**config.mk**
```make
export PLATFORM = sky130hd
export DESIGN_NAME = spi_regmaster
export DESIGN_NICKNAME = d
export VERILOG_FILES = /design/src/rtl/spi_rm_pkg.sv /design/src/rtl/spi_rm_clkdiv.sv /design/src/rtl/spi_rm_regs.sv /design/src/rtl/spi_rm_fsm.sv /design/src/rtl/spi_regmaster.sv
export SDC_FILE = /design/constraint.sdc
export NUM_CORES = 1
export LEC_CHECK = 0
export ABC_AREA = 0
export BUFFER_PORTS_ARGS = -buffer_cell sky130_fd_sc_hd__buf_2
export CAP_MARGIN = 10
export CORE_MARGIN = 2
export CORE_UTILIZATION = 55
export CTS_CLUSTER_DIAMETER = 100
export DETAILED_ROUTE_END_ITERATION = 12
export HOLD_SLACK_MARGIN = 0.15
export PLACE_DENSITY = 0.76
export RECOVER_POWER = 50
export SLEW_MARGIN = 10
export SYNTH_ARGS = -nofsm -noshare
export SYNTH_HDL_FRONTEND = slang
export SYNTH_SLANG_ARGS = --single-unit
```
**constraint.sdc**
```tcl
create_clock -name clk -period 2.1 [get_ports clk]
set_input_delay 0.105 -clock clk [delete_from_list [all_inputs] [get_ports clk]]
set_output_delay 0.105 -clock clk [all_outputs]
set_load 0.02 [all_outputs]
```
**src/rtl/spi_rm_pkg.sv**
```systemverilog
package spi_rm_pkg;

    localparam int BYTE_W = 8;

    typedef enum logic [2:0] {
        S_IDLE,
        S_LEAD,
        S_HIGH,
        S_LOW,
        S_GAP,
        S_TAIL
    } spi_state_t;

    // Half-period multiplier selected by the speed code
    function automatic int half_mult(input logic [1:0] code);
        case (code)
            2'd0:    return 1;
            2'd1:    return 2;
            2'd2:    return 3;
            default: return 8;
        endcase
    endfunction

endpackage

```
**src/rtl/spi_rm_clkdiv.sv**
```systemverilog
module spi_rm_clkdiv #(
    parameter int CW = 8
) (
    input  logic          clk,
    input  logic          rst_n,
    input  logic          run,
    input  logic [CW-1:0] half_len,
    output logic          tick
);

    logic [CW-1:0] cnt;

    assign tick = run && (cnt == half_len - 1'b1);

    always_ff @(posedge clk or negedge rst_n) begin
        if (!rst_n)
            cnt <= '0;
        else if (!run || tick)
            cnt <= '0;
        else
            cnt <= cnt + 1'b1;
    end

    // Counter restarts from zero whenever the engine is not running
    p_cnt_cleared_idle_r5: assert property (@(posedge clk) disable iff (!rst_n)
        !run |=> cnt == '0);

endmodule

```
**src/rtl/spi_rm_regs.sv**
```systemverilog
module spi_rm_regs
    import spi_rm_pkg::*;
(
    input  logic              clk,
    input  logic              rst_n,
    input  logic              we_i,
    input  logic [1:0]        addr_i,
    input  logic [BYTE_W-1:0] wdata_i,
    output logic [BYTE_W-1:0] rdata_o,
    input  logic              busy_i,
    input  logic              cap_we_i,
    input  logic [1:0]        cap_idx_i,
    input  logic [BYTE_W-1:0] cap_data_i,
    output logic [BYTE_W-1:0] tx0_o,
    output logic [BYTE_W-1:0] tx1_o,
    output logic [BYTE_W-1:0] tx2_o,
    output logic              len3_o,
    output logic              brk_o,
    output logic [1:0]        spd_o,
    output logic              start_o
);

    localparam int NDATA = 3;

    logic [BYTE_W-1:0] data_q [NDATA];
    logic              en_q;
    logic              host_ok;

    assign host_ok = we_i && !busy_i;

    for (genvar i = 0; i < NDATA; i++) begin : g_data
        always_ff @(posedge clk or negedge rst_n) begin
            if (!rst_n)
                data_q[i] <= '0;
            else if (host_ok && addr_i == 2'(i))
                data_q[i] <= wdata_i;
            else if (cap_we_i && cap_idx_i == 2'(i))
                data_q[i] <= cap_data_i;
        end
    end

    always_ff @(posedge clk or negedge rst_n) begin
        if (!rst_n) begin
            len3_o <= 1'b0;
            brk_o  <= 1'b0;
            spd_o  <= 2'd0;
            en_q   <= 1'b0;
        end else if (host_ok && addr_i == 2'd3) begin
            len3_o <= wdata_i[1];
            brk_o  <= wdata_i[2];
            spd_o  <= wdata_i[4:3];
            en_q   <= wdata_i[5];
        end
    end

    assign start_o = host_ok && addr_i == 2'd3 && wdata_i[0] && wdata_i[5];
    assign tx0_o   = data_q[0];
    assign tx1_o   = data_q[1];
    assign tx2_o   = data_q[2];

    always_comb begin
        unique case (addr_i)
            2'd0:    rdata_o = data_q[0];
            2'd1:    rdata_o = data_q[1];
            2'd2:    rdata_o = data_q[2];
            default: rdata_o = {2'b00, en_q, spd_o, brk_o, len3_o, busy_i};
        endcase
    end

    p_capture_only_busy_r7: assert property (@(posedge clk) disable iff (!rst_n)
        cap_we_i |-> busy_i);

    p_ctrl_locked_busy_r9: assert property (@(posedge clk) disable iff (!rst_n)
        (busy_i && we_i && addr_i == 2'd3) |=> $stable({en_q, spd_o, brk_o, len3_o}));

endmodule

```
**src/rtl/spi_rm_fsm.sv**
```systemverilog
module spi_rm_fsm
    import spi_rm_pkg::*;
(
    input  logic              clk,
    input  logic              rst_n,
    input  logic              start_i,
    input  logic              tick_i,
    input  logic              len3_i,
    input  logic              brk_i,
    input  logic [BYTE_W-1:0] tx0_i,
    input  logic [BYTE_W-1:0] tx1_i,
    input  logic [BYTE_W-1:0] tx2_i,
    input  logic              miso_i,
    output logic              busy_o,
    output logic              sclk_o,
    output logic              cs_n_o,
    output logic              mosi_o,
    output logic              cap_we_o,
    output logic [1:0]        cap_idx_o,
    output logic [BYTE_W-1:0] cap_data_o
);

    localparam int BCW = $clog2(BYTE_W);

    spi_state_t        state, state_nx;
    logic [BYTE_W-1:0] shreg, rxreg;
    logic [BCW-1:0]    bit_cnt;
    logic [1:0]        byte_idx;
    logic              gap_second;
    logic              is_read;
    logic              last_byte;
    logic              byte_end;

    assign last_byte = byte_idx == (len3_i ? 2'd2 : 2'd1);
    assign byte_end  = bit_cnt == '0;

    function automatic logic [BYTE_W-1:0] pick(input logic [1:0] idx,
                                               input logic [BYTE_W-1:0] b0,
                                               input logic [BYTE_W-1:0] b1,
                                               input logic [BYTE_W-1:0] b2);
        case (idx)
            2'd0:    return b0;
            2'd1:    return b1;
            default: return b2;
        endcase
    endfunction

    always_comb begin
        state_nx = state;
        unique case (state)
            S_IDLE: if (start_i) state_nx = S_LEAD;
            S_LEAD: if (tick_i)  state_nx = S_HIGH;
            S_LOW:  if (tick_i)  state_nx = S_HIGH;
            S_HIGH: if (tick_i) begin
                if (!byte_end)      state_nx = S_LOW;
                else if (last_byte) state_nx = S_TAIL;
                else if (brk_i)     state_nx = S_GAP;
                else                state_nx = S_LOW;
            end
            S_GAP:  if (tick_i && gap_second) state_nx = S_LEAD;
            S_TAIL: if (tick_i)  state_nx = S_IDLE;
            default:             state_nx = S_IDLE;
        endcase
    end

    always_ff @(posedge clk or negedge rst_n) begin
        if (!rst_n) begin
            state      <= S_IDLE;
            shreg      <= '0;
            rxreg      <= '0;
            bit_cnt    <= '0;
            byte_idx   <= '0;
            gap_second <= 1'b0;
            is_read    <= 1'b0;
        end else begin
            state <= state_nx;
            if (state == S_IDLE && start_i) begin
                shreg      <= tx0_i;
                bit_cnt    <= BCW'(BYTE_W - 1);
                byte_idx   <= '0;
                gap_second <= 1'b0;
                is_read    <= tx0_i[BYTE_W-1];
            end
            if ((state == S_LEAD || state == S_LOW) && tick_i)
                rxreg <= {rxreg[BYTE_W-2:0], miso_i};
            if (state == S_HIGH && tick_i) begin
                if (!byte_end) begin
                    shreg   <= {shreg[BYTE_W-2:0], 1'b0};
                    bit_cnt <= bit_cnt - 1'b1;
                end else begin
                    byte_idx <= byte_idx + 1'b1;
                    bit_cnt  <= BCW'(BYTE_W - 1);
                    if (!last_byte && !brk_i)
                        shreg <= pick(byte_idx + 1'b1, tx0_i, tx1_i, tx2_i);
                end
            end
            if (state == S_GAP && tick_i) begin
                gap_second <= !gap_second;
                if (gap_second)
                    shreg <= pick(byte_idx, tx0_i, tx1_i, tx2_i);
            end
        end
    end

    always_comb begin
        busy_o = 1'b1;
        sclk_o = 1'b0;
        cs_n_o = 1'b0;
        mosi_o = 1'b0;
        unique case (state)
            S_IDLE: begin
                busy_o = 1'b0;
                cs_n_o = 1'b1;
            end
            S_LEAD, S_LOW: mosi_o = shreg[BYTE_W-1];
            S_HIGH: begin
                sclk_o = 1'b1;
                mosi_o = shreg[BYTE_W-1];
            end
            S_GAP:  cs_n_o = 1'b1;
            S_TAIL: ;
            default: cs_n_o = 1'b1;
        endcase
    end

    assign cap_we_o   = state == S_HIGH && tick_i && byte_end && is_read && byte_idx != 2'd0;
    assign cap_idx_o  = byte_idx;
    assign cap_data_o = rxreg;

    p_idle_pins_r1: assert property (@(posedge clk) disable iff (!rst_n)
        !busy_o |-> (cs_n_o && !sclk_o && !mosi_o));

    p_clk_inside_cs_r3: assert property (@(posedge clk) disable iff (!rst_n)
        sclk_o |-> !cs_n_o);

    p_cs_falls_clk_low_r6: assert property (@(posedge clk) disable iff (!rst_n)
        $fell(cs_n_o) |-> !sclk_o);

    p_mosi_stable_high_r6: assert property (@(posedge clk) disable iff (!rst_n)
        (sclk_o && $past(sclk_o)) |-> $stable(mosi_o));

    p_capture_in_range_r2: assert property (@(posedge clk) disable iff (!rst_n)
        cap_we_o |-> (cap_idx_o <= (len3_i ? 2'd2 : 2'd1)));

endmodule

```
**src/rtl/spi_regmaster.sv**
```systemverilog
module spi_regmaster
    import spi_rm_pkg::*;
#(
    parameter int HALF_CYC = 16
) (
    input  logic       clk,
    input  logic       rst_n,
    input  logic       reg_we,
    input  logic [1:0] reg_addr,
    input  logic [7:0] reg_wdata,
    output logic [7:0] reg_rdata,
    output logic       spi_sclk,
    output logic       spi_cs_n,
    output logic       spi_mosi,
    input  logic       spi_miso
);

    localparam int CW = $clog2(HALF_CYC * 8 + 1);

    logic              busy, start, tick, len3, brk;
    logic [1:0]        spd;
    logic [BYTE_W-1:0] tx0, tx1, tx2, cap_data;
    logic              cap_we;
    logic [1:0]        cap_idx;
    logic [CW-1:0]     half_len;

    assign half_len = CW'(HALF_CYC * half_mult(spd));

    spi_rm_regs u_regs (
        .clk        (clk),
        .rst_n      (rst_n),
        .we_i       (reg_we),
        .addr_i     (reg_addr),
        .wdata_i    (reg_wdata),
        .rdata_o    (reg_rdata),
        .busy_i     (busy),
        .cap_we_i   (cap_we),
        .cap_idx_i  (cap_idx),
        .cap_data_i (cap_data),
        .tx0_o      (tx0),
        .tx1_o      (tx1),
        .tx2_o      (tx2),
        .len3_o     (len3),
        .brk_o      (brk),
        .spd_o      (spd),
        .start_o    (start)
    );

    spi_rm_clkdiv #(.CW(CW)) u_div (
        .clk      (clk),
        .rst_n    (rst_n),
        .run      (busy),
        .half_len (half_len),
        .tick     (tick)
    );

    spi_rm_fsm u_fsm (
        .clk        (clk),
        .rst_n      (rst_n),
        .start_i    (start),
        .tick_i     (tick),
        .len3_i     (len3),
        .brk_i      (brk),
        .tx0_i      (tx0),
        .tx1_i      (tx1),
        .tx2_i      (tx2),
        .miso_i     (spi_miso),
        .busy_o     (busy),
        .sclk_o     (spi_sclk),
        .cs_n_o     (spi_cs_n),
        .mosi_o     (spi_mosi),
        .cap_we_o   (cap_we),
        .cap_idx_o  (cap_idx),
        .cap_data_o (cap_data)
    );

    p_start_needs_enable_r8: assert property (@(posedge clk) disable iff (!rst_n)
        (!busy && reg_we && reg_addr == 2'd3 && !reg_wdata[5]) |=> !busy);

    p_start_sets_busy_r4: assert property (@(posedge clk) disable iff (!rst_n)
        (!busy && reg_we && reg_addr == 2'd3 && reg_wdata[0] && reg_wdata[5]) |=> busy);

endmodule

```
==> metrics.md <==
| Metric | Value |
|---|---|
| Run status | `complete, but fails checks` |
| Failing checks | `negative setup slack` |
| Total power | `6.26 mW` |
| DR pass1 iterations | `5` |
| WL final | `9520 um` |
| CP delay by family, top | `multiplexers` |
| Initial Util | `55.8%` |
| Post-synthesis net count | `381` |
| Tmin final | `2.13 ns` |
| DP HPWL | `6490 um` |
| Crit start category | `flip-flop` |
| DR WL/cell | `19.2 um` |
| Synth Register Bits | `63` |
| Worst r2r path cells | `6` |
| H-tree levels | `3` |
| Global-route wire length before repair | `15600 um` |
| Flop2flop setup slack | `0.06 ns` |
| Hold path start | `reg_addr[1]` |
| Antenna violations before repair | `0` |
| Crit path depth | `4` |
| Rows | `30` |
| Worst Path Arrival | `2.02 ns` |
| Worst Hold Path Cells | `4` |
| Area Overhead vs Synth | `20.4%` |
| Final setup margin | `-0.0282 ns` |
| Post-synth ARST share | `100%` |
| Cells along the critical path | `or3_4 -> buf_6 -> mux4_2 -> buf_6` |
| Critical setup path kind | `reg2out` |
| GR Overflow Total | `0` |
| Clock Latency Late Sink | `0.36 ns` |
| Mapped Avg Cell Area | `10.4 um2` |
| Data required, critical path | `2.00 ns` |
| Final period util | `101%` |
| Final Max Slew Viols | `0` |
| Clock power share | `25.0%` |
| Most used cell, CP | `buf_6` |
| Synth Cell Area | `0.00373 mm2` |
| Endpoint, Worst Hold | `u_regs.tx2_o[4]` |
| IO buf count | `24` |
| Die height | `86.3 um` |
| Clock-pin slew on the worst setup and hold paths | `0.07 ns` |
| Nets | `432` |
| Io pins | `25` |
| Cell variety after synth | `54` |
| CP max stage cell | `mux4_2` |
| Worst Tran Pin Value | `1.47 ns` |
| Max-cap violations | `0` |
| Vias | `3167` |
| Largest net degree at the start of global routing | `39` |
| Skew final | `0.00986 ns` |
| Final GP Congestion | `0.834` |
| Num Clock Sinks | `63` |
| Fmax | `0.470 GHz` |
| Die Wd | `86.3 um` |
| Vias per cell | `6.40` |
| RSZ-0062 raised after global routing | `yes` |
| Primary FF master, synth | `dfrtp_1` |
| Leak | `2.05 nW` |
| Post-DRT Antenna Nets | `0` |
| Detailed Route Iter0 Violations | `463` |
| Hold Vio Cnt, Final | `0` |
| DRC | `0` |
| Reg2reg start | `u_fsm.state[2]` |
| Layout cells sized above 1 | `23.4%` |
| TritonCTS Buffers | `9` |
| Sw power | `2.40 mW` |
| Crit-path max FO | `6` |
| Power Density | `1390 mW/mm2` |
| Max incr delay on CP | `0.47 ns` |
| Sw Share | `38.4%` |
| Hold WC Path Type | `in2reg` |
| Crit. End Element | `primary output` |
| Die area | `0.00745 mm2` |
| Comb power frac | `39.4%` |
| EDFF count, synth | `0` |
| WP buf/inv | `2` |
| Worst Hold Slack | `0.344 ns` |
| Ant diodes | `0` |
| CTS root buf | `clkbuf_8` |
| Synth Warn # | `0` |
| # setup viols final | `1` |
| GRT Total Usage | `27.1%` |
| Syn Inst Count | `359` |
| Max Root-Sink Buffers | `2` |
| CTS tree | `built` |
| CORE AREA | `0.00668 mm2` |
| Final core utilization | `67.2%` |
| RR Endpoint | `u_regs.tx1_o[2]` |
| P_int | `3.85 mW` |
| Sequential share of power | `35.5%` |
| VDD IR max | `0.798 mV` |
| Seq/Total Area, Yosys | `42.3%` |
| Vias in the first global route | `2982` |
| Slew margin rel. | `1.67%` |
## metrics by stage
stage	std cells	TNS, ns	setup WS [ns]	instance area, um2
2_1_floorplan	359	0	0.0460	3730
3_3_place_gp	463	0	0.0791	4030
3_5_place_dp	463	0	0.0232	4030
4_1_cts	493	-0.00412	-0.00412	4460
5_1_grt	495	-0.261	-0.0653	4490
6_report	495	-0.0282	-0.0282	4490
## power groups by stage
stage          logic (mW)  clock network [mW]  registers (mW)
3_3_place_gp         2.23                   0            2.18
5_1_grt              2.68                1.62            2.28
4_1_cts              2.39                1.57            2.19
6_report             2.47                1.57            2.22
2_1_floorplan        1.75                   0            2.00
3_5_place_dp         2.29                   0            2.21
## layout make-up
| class | count | area, um2 |
|---|---|---|
| clock inverter | 7 | 168 |
| clock buffer | 9 | 124 |
| multi-input combinational | 269 | 2040 |
| sequential | 63 | 1580 |
| fill | 523 | 2190 |
| timing repair buffer | 61 | 458 |
| inverter | 6 | 22.5 |
| tap | 80 | 100 |
## cell families (layout without fill, tap and decap cells)
| logic type | Yosys count | in the layout | synth area share [%] |
|---|---|---|---|
| flops | 63 | 63 | 42.3 |
| simple gates | 102 | 102 | 14.9 |
| fa+ha+maj | 8 | 8 | 2.68 |
| buf+inv | 27 | 83 | 3.26 |
| compound gates | 97 | 97 | 16.3 |
| mux | 53 | 53 | 18.0 |
| xor+xnor | 9 | 9 | 2.62 |
## worst register-to-register path, stage by stage (launching register included)
cell and delay [ns]:
dfrtp_2 0.46, or3b_4 0.43, nor4_4 0.25, buf_4 0.18, nand4_4 0.23, mux2i_1 0.26
a21oi_1 0.09
## timing repair
item / CTS / global route
gates resized for setup: 2 / 6
hold buffers: 10 / 0
pin swaps: 0 / 3
setup buffers: 4 / 2
endpoints found under the hold margin: 55 / 0
setup endpoints to repair: 2 / 20
## routing by layer
| metal | wire (um) | vias up | global-route usage (%) |
|---|---|---|---|
| met5 | 0 | - | 0 |
| met3 | 632 | 28 | 4.67 |
| met4 | 211 | 0 | 8.38 |
| met1 | 4030 | 1556 | 39.6 |
| met2 | 4640 | 160 | 41.5 |
| li1 | - | 1423 | - |
## cell usage in the layout, fill, tap and decap left out, types with 4 or more instances in the layout
cell type / count
o21ai_1: 8
buf_2: 20
clkbuf_8: 9
mux2i_1: 19
nand3_1: 7
xor2_1: 5
mux2_4: 8
dfrtp_1: 62
ha_1: 8
dlygate4sd3_1: 10
nand2_1: 21
nor3_1: 4
o21ai_0: 4
bufinv_16: 5
mux2_2: 6
a21oi_1: 42
nor2b_1: 4
inv_1: 6
a22oi_1: 14
mux4_2: 6
mux2_1: 14
buf_4: 23
o221ai_1: 6
nor2_1: 42
o31ai_1: 4
## synthesized netlist by cell type (all sizes together) (3+ instances only)
| master | number | area [um2] |
|---|---|---|
| mux2i | 19 | 190 |
| mux4 | 6 | 135 |
| dfrtp | 63 | 1580 |
| nor2 | 43 | 161 |
| nor3b | 3 | 22.5 |
| nor3 | 5 | 36.3 |
| o21ai | 12 | 60.1 |
| xor2 | 6 | 71.3 |
| o31ai | 4 | 30.0 |
| nand4 | 5 | 61.3 |
| nor2b | 4 | 25.0 |
| inv | 6 | 22.5 |
| a22oi | 14 | 105 |
| o211ai | 3 | 22.5 |
| clkbuf | 13 | 48.8 |
| buf | 8 | 50.1 |
| ha | 8 | 100 |
| xnor2 | 3 | 26.3 |
| o221ai | 6 | 52.6 |
| nand3 | 8 | 45.0 |
| mux2 | 28 | 345 |
| nand2 | 21 | 78.8 |
| a21oi | 42 | 210 |
## registers in the layout, summed over array words and instances, names as in the netlist
register	cells
u_regs.brk_o	1
u_fsm.cap_idx_o	2
u_fsm.cap_data_o	8
u_fsm.is_read	1
u_regs.spd_o	2
u_regs.en_q	1
u_fsm.state	3
u_regs.tx0_o	8
u_regs.tx1_o	8
u_fsm.shreg	8
u_regs.tx2_o	8
u_regs.len3_o	1
u_div.cnt	8
u_fsm.bit_cnt	3
u_fsm.gap_second	1
## worst max-delay path by stage
| stage | start | end | slack, ns |
|---|---|---|---|
| detailed placement | u_fsm.state[1] | u_fsm.shreg[0] | 0.02 |
| finish | u_fsm.state[2] | reg_rdata[0] | -0.03 |
| global placement | u_fsm.state[1] | u_fsm.shreg[0] | 0.08 |
| floorplan | u_fsm.state[1] | u_fsm.shreg[4] | 0.05 |
| CTS | u_fsm.state[1] | reg_rdata[0] | -0.004 |
| global route | u_fsm.state[2] | reg_rdata[0] | -0.07 |
(Power assumes the default switching activity.)
